**src/rtl/pip_pkg.sv**
```systemverilog
package pip_pkg;
  // Where the next-parcel stage hands its contents in a given cycle
  typedef enum logic [1:0] {
    MV_NONE   = 2'd0,
    MV_TO_CUR = 2'd1,
    MV_TO_LOW = 2'd2
  } move_e;
endpackage

```
**src/rtl/pip_addr_reg.sv**
```systemverilog
module pip_addr_reg #(
  parameter int AW = 24
) (
  input  logic          clk,
  input  logic          rst,
  input  logic          load,
  input  logic [AW-1:0] load_val,
  input  logic          adv,
  output logic [AW-1:0] pa
);
  localparam logic [AW-1:0] STEP = AW'(1);

  // Reset does not clear the address; it only blocks updates.
  always_ff @(posedge clk) begin
    if (!rst) begin
      if (load)     pa <= load_val;
      else if (adv) pa <= pa + STEP;
    end
  end
endmodule

```
**src/rtl/pip_stage_ctrl.sv**
```systemverilog
module pip_stage_ctrl
  import pip_pkg::*;
#(
  parameter int PW      = 16,
  parameter int LEN_BIT = 15
) (
  input  logic          clk,
  input  logic          rst,
  input  logic          flush,
  input  logic          hold,
  input  logic          fetch_valid,
  input  logic [PW-1:0] fetch_parcel,
  output logic          accept,
  output logic          fire,
  output logic          fire_two,
  output logic [PW-1:0] fire_first,
  output logic [PW-1:0] fire_second
);
  logic          nxt_v, cur_v, low_v;
  logic [PW-1:0] nxt_d, cur_d, low_d;
  logic          cur_two;
  logic          flowing;
  move_e         move;

  assign cur_two = cur_d[LEN_BIT];
  assign flowing = !hold && !flush && !rst;
  assign fire    = flowing && cur_v && (!cur_two || low_v);

  always_comb begin
    move = MV_NONE;
    if (flowing && nxt_v) begin
      if (cur_v && cur_two && !low_v) move = MV_TO_LOW;
      else if (!cur_v || fire)        move = MV_TO_CUR;
    end
  end

  assign accept = flowing && fetch_valid && (!nxt_v || (move != MV_NONE));

  // Parcel data: never reset
  always_ff @(posedge clk) begin
    if (accept)              nxt_d <= fetch_parcel;
    if (move == MV_TO_CUR)   cur_d <= nxt_d;
    if (move == MV_TO_LOW)   low_d <= nxt_d;
  end

  // Valid flags: cleared by reset and by a load
  always_ff @(posedge clk) begin
    if (rst || flush) begin
      nxt_v <= 1'b0;
      cur_v <= 1'b0;
      low_v <= 1'b0;
    end else begin
      if (accept)                 nxt_v <= 1'b1;
      else if (move != MV_NONE)   nxt_v <= 1'b0;
      if (move == MV_TO_CUR)      cur_v <= 1'b1;
      else if (fire)              cur_v <= 1'b0;
      if (move == MV_TO_LOW)      low_v <= 1'b1;
      else if (fire)              low_v <= 1'b0;
    end
  end

  assign fire_two    = cur_two;
  assign fire_first  = cur_d;
  assign fire_second = low_d;


  low_follows_cur_chk: assert property (@(posedge clk) disable iff (rst)
    low_v |-> cur_v);
endmodule

```
**src/rtl/pip_issue_reg.sv**
```systemverilog
module pip_issue_reg #(
  parameter int PW = 16
) (
  input  logic          clk,
  input  logic          rst,
  input  logic          fire,
  input  logic          fire_two,
  input  logic [PW-1:0] fire_first,
  input  logic [PW-1:0] fire_second,
  output logic          iss_valid,
  output logic          iss_two,
  output logic [PW-1:0] iss_first,
  output logic [PW-1:0] iss_second
);
  always_ff @(posedge clk) begin
    if (rst) iss_valid <= 1'b0;
    else     iss_valid <= fire;
  end

  always_ff @(posedge clk) begin
    if (fire) begin
      iss_two    <= fire_two;
      iss_first  <= fire_first;
      iss_second <= fire_second;
    end
  end
endmodule

```
**src/rtl/parcel_issue_pipe.sv**
```systemverilog
module parcel_issue_pipe #(
  parameter int PW      = 16,
  parameter int AW      = 24,
  parameter int LEN_BIT = 15
) (
  input  logic          clk,
  input  logic          rst,
  input  logic          fetch_valid,
  input  logic [PW-1:0] fetch_parcel,
  input  logic          load_en,
  input  logic [AW-1:0] load_addr,
  input  logic          stall,
  output logic [AW-1:0] fetch_addr,
  output logic          issue_valid,
  output logic          issue_two,
  output logic [PW-1:0] issue_first,
  output logic [PW-1:0] issue_second
);
  logic          accept, fire, fire_two;
  logic [PW-1:0] fire_first, fire_second;

  pip_addr_reg #(.AW(AW)) u_addr (
    .clk(clk), .rst(rst), .load(load_en), .load_val(load_addr),
    .adv(accept), .pa(fetch_addr)
  );

  pip_stage_ctrl #(.PW(PW), .LEN_BIT(LEN_BIT)) u_stages (
    .clk(clk), .rst(rst), .flush(load_en), .hold(stall),
    .fetch_valid(fetch_valid), .fetch_parcel(fetch_parcel),
    .accept(accept), .fire(fire), .fire_two(fire_two),
    .fire_first(fire_first), .fire_second(fire_second)
  );

  pip_issue_reg #(.PW(PW)) u_issue (
    .clk(clk), .rst(rst), .fire(fire), .fire_two(fire_two),
    .fire_first(fire_first), .fire_second(fire_second),
    .iss_valid(issue_valid), .iss_two(issue_two),
    .iss_first(issue_first), .iss_second(issue_second)
  );


  load_takes_chk: assert property (@(posedge clk) disable iff (rst)
    load_en |=> fetch_addr == $past(load_addr));


  flush_no_issue_chk: assert property (@(posedge clk) disable iff (rst)
    load_en |=> !issue_valid);


  stall_hold_chk: assert property (@(posedge clk) disable iff (rst)
    (stall && !load_en) |=> ($stable(fetch_addr) && !issue_valid));


  no_fetch_hold_chk: assert property (@(posedge clk) disable iff (rst)
    (!fetch_valid && !load_en) |=> $stable(fetch_addr));


  addr_step_chk: assert property (@(posedge clk) disable iff (rst)
    (fetch_valid && !stall && !load_en) |=> fetch_addr == $past(fetch_addr) + AW'(1));
endmodule

```
**config.mk**
```make
export PLATFORM = sky130hd
export DESIGN_NAME = parcel_issue_pipe
export DESIGN_NICKNAME = d
export VERILOG_FILES = /design/src/rtl/pip_pkg.sv /design/src/rtl/pip_addr_reg.sv /design/src/rtl/pip_stage_ctrl.sv /design/src/rtl/pip_issue_reg.sv /design/src/rtl/parcel_issue_pipe.sv
export SDC_FILE = /design/constraint.sdc
export NUM_CORES = 1
export LEC_CHECK = 0
export ABC_AREA = 1
export BUFFER_PORTS_ARGS = -buffer_cell sky130_fd_sc_hd__buf_2
export CAP_MARGIN = 20
export CORE_UTILIZATION = 55
export DETAILED_ROUTE_END_ITERATION = 10
export MAX_ROUTING_LAYER = met4
export PLACE_DENSITY = 0.82
export SLEW_MARGIN = 0
export SYNTH_ARGS = -nofsm -noshare
export SYNTH_HDL_FRONTEND = slang
export SYNTH_SLANG_ARGS = --single-unit
```
**constraint.sdc**
```tcl
create_clock -name clk -period 3.4 [get_ports clk]
set_input_delay 0.34 -clock clk [delete_from_list [all_inputs] [get_ports clk]]
set_output_delay 0.34 -clock clk [all_outputs]
set_load 0.005 [all_outputs]
```
==> reports/summary.md <==
- finished, final reports clean — run status
- 0 — number of remaining DRC errors
- 49.6% — final period utilization
- input pin — critical path launch point type
- 0.593 GHz — Max Clock Freq
- 108 — clock sinks
- 334 — number of instances in the synthesized netlist
- 3200 um — sum of routed wire segments on met1
- load_en — start point of the critical path
- 2546 — number of global-route vias before repair
- 1.94 ns — data arrival time at the worst-slack endpoint
- edfxtp_1 — cell type contributing the most total cell area after synthesis
- 108 — flip-flop and latch count after synthesis
- 2.40% — fraction of the mapped netlist area in compound gates
- 7330 um2 — Core Region
- 1.27 ns — worst slack at placement
- false — setup repair after global routing missed its margin
- in -> reg — worst setup path class
- u_addr.pa[0] — Worst R2R Start
- 89.6 um — die boundary height
- 0 — Synth warnings
- 0% — portion of netlist area occupied by mux cells
- 3 — H-tree levels
- 0% — asr flop ratio synth
- 3520 um — met2 wire length
- fetch_parcel[9] — hold path startpoint
- 0 — number of antenna cells inserted
- 1 — Worst Hold Depth
- 0.296% — adder-cell area share of the yosys netlist
- 7320 um — routed wire length
- 21.8% — switching share of power
- 16.7% — Post-Synth Simple-Gate Area
- 32.7% — clock share of power
- 4220 um2 — Synth Cell Area
- 533 — dpl cells
- 74.0% — top cell type's share of synthesized area
- 139 — number of DRC violations after detailed-routing iteration 0
- 62.3% — part of the power in registers
- 5400 um — post-detailed-placement half-perimeter wirelength
- 2.04 nW — total leakage power
- 12.6 um2 — Avg Inst Size Synth
- 32 — maximum net fanout on the critical path
- 549 — number of non-filler instances in the completed layout
- 0.153 ns — worst hold slack after final layout
- 104 — number of enable flip-flop cells after synthesis
- 0 — DRT antenna net count
- register — Critical Path Sink Type
- 528 — count of fill cells added during filler insertion
- simple AND/OR/NAND/NOR gates — dominant combinational cell family by area after synthesis
- 0 — number of hold buffers added after CTS
- 0 ns — setup_tns
- 223 uV — peak supply drop
- 1.88 mW — P_int
- edfxtp_1 — most instantiated library cell after synthesis
- 0 — total of endpoints with negative setup slack in the final report
- 0 — antenna violations before repair
- 11600 um — wire length of the first global-routing pass
- 5070 um2 — Post-Layout Inst Area
- 20.1% — area growth from synthesis to layout
- 2 — clock tree buffer depth
- 8 — cells on worst reg2reg path
- 3.66 ns — worst endpoint required time
- 20.8% — aggregate global-route resource usage
- 2696 — via count of the routed design
- edfxtp_1 (74%), nand2_1 (9.2%), nor2_1 (2.4%) — most area-consuming cells after synthesis
- 69.2% — share of the core filled with cells
- 0.00968 ns — Worst Clk Skew
- 30 — number of distinct library cell variants in the gate-level netlist after synthesis
- 30.0% — share of cells above drive strength 1
- 31 — std cell rows
- 380 — Synth Net Count
- 75.9% — proportion of synthesized chip area in sequential cells
- 0 — number of hold violations in the final report
- 1.69 ns — Tmin final
- 0.36 ns — insertion delay of the later-clocked pin in the worst-skew pair
- 1.66% — post-synthesis share of cell area spent on xor and xnor gates
- 13.3 um — routed len/inst
- 57.0% — headroom to the max-slew limit
- 103 — IO Count
- 9 — clock buffers created by TritonCTS
- 0 — GR Overflow Total
- 0.10 ns — clock transition time at the flip-flop clock pins of the worst setup and hold paths
- 5.0% — proportion of power drawn by combinational gates
- 491 — Layout Nets
- 0.644 ns — slew at the pin closest to its max-slew limit
- met4 — highest routing layer actually used
- 57.6% — Initial Utilization
- 0.523 mW — switching power of the nets
- 33 — maximum number of pins on one net before global-route repair
- edfxtp_1 (104), nand2_1 (103), nor2_1 (27) — ranking of synthesized cells by instance count
- 1.71 ns — fin worst setup slack
- 4860 um2 — placed inst area
- 4.91 — Vias/cell
- edfxtp_1 — top_reg_cell synth
- 89.6 um — die boundary width
- yes — TritonCTS clock tree
- 4 — count of TritonRoute iterations in the first routing pass
- 0 — count of final max-slew check failures
- in -> reg — class of the most critical hold timing path
- 8030 um2 — Die Outline Area
- 0 — Setup Fix Bufs, Post-CTS
- 0 — total of max-cap violations
- 474 nW/um2 — PD cells
- 0.869 — RD Place Congestion
- 0 — Resized cells post-CTS
- clkbuf_8 — clk root buf
- 102 — count of buffers inserted at the top-level ports
- 2.40 mW — total power after layout
- 471 um — Met3 Routed Length
## cell usage in the layout, fill, tap and decap left out
master,instances
a21oi_1,6
a21oi_2,1
a31oi_1,1
and2_1,1
buf_2,102
buf_4,3
bufinv_16,1
clkbuf_8,9
clkinv_1,1
clkinv_2,1
clkinv_4,2
clkinv_8,1
clkinvlp_4,1
dfxtp_1,4
edfxtp_1,104
ha_1,1
inv_1,24
inv_2,3
inv_8,1
nand2_1,103
nand2_2,1
nand2_4,1
nand3_1,15
nand3b_1,3
nor2_1,27
nor2_2,6
nor2_4,2
nor3_1,2
nor3b_1,1
o21ai_0,5
o21ai_1,4
o21bai_1,1
o31ai_1,1
or2_0,2
or2_1,1
xnor2_1,2
xor2_1,6
## cell type report
cell class | instances | area [um2] | share of cell area [%]
tap | 99 | 124 | 2.44
clock inverter | 7 | 87.6 | 1.73
inverter | 28 | 105 | 2.07
multi-input combinational | 193 | 893 | 17.6
sequential | 108 | 3200 | 63.2
timing repair buffer | 105 | 533 | 10.5
clock buffer | 9 | 124 | 2.44
## critical path: stages
cell	delay, ns
buf_2	0.42
nor2_1	0.18
nand2_1	0.12
nor2_1	0.06
nand2_1	0.05
clkinv_1	0.44
a21oi_1	0.28
nor2_1	0.05
## worst paths after layout
| kind | endpoint | slack [ns] |
|---|---|---|
| max | u_stages.low_v | 1.71 |
| min | u_stages.nxt_d[9] | 0.15 |
| max reg2reg | u_addr.pa[12] | 1.72 |
| min reg2reg | u_issue.iss_second[12] | 0.43 |
## state kept, by name, summed over array words and instances (netlist names)
signal and count:
u_addr.pa 24, u_issue.iss_first 16, u_issue.iss_second 16, u_stages.fire_first 16
u_stages.fire_second 16, u_stages.nxt_d 16, u_issue.iss_valid 1, u_stages.cur_v 1
u_stages.low_v 1, u_stages.nxt_v 1
## power groups by stage
stage | clock network (mW) | registers, mW | logic [mW]
final | 0.785 | 1.50 | 0.120
after global routing | 0.862 | 1.50 | 0.136
after CTS | 0.804 | 1.50 | 0.121
after detailed placement | 0 | 1.53 | 0.121
after global placement | 0 | 1.53 | 0.116
after floorplan | 0 | 1.53 | 0.0615
## layer usage
| layer | GRT usage [%] | vias to the layer above |
|---|---|---|
| li1 | - | 1356 |
| met1 | 27.1 | 1210 |
| met2 | 31.2 | 118 |
| met3 | 4.94 | 12 |
| met4 | 9.38 | 0 |
| met5 | - | - |
## kinds of logic (layout without fill, tap and decap cells)
family / count (synthesis) / in the layout
adders and majority gates: 1 / 1
xor gates and xnor gates: 8 / 8
AOI/OAI and AO/OA: 19 / 19
DFF: 108 / 108
and+or+nand+nor: 165 / 165
buffers and inverters: 33 / 149
No activity file was read; power rests on OpenSTA's default activity.
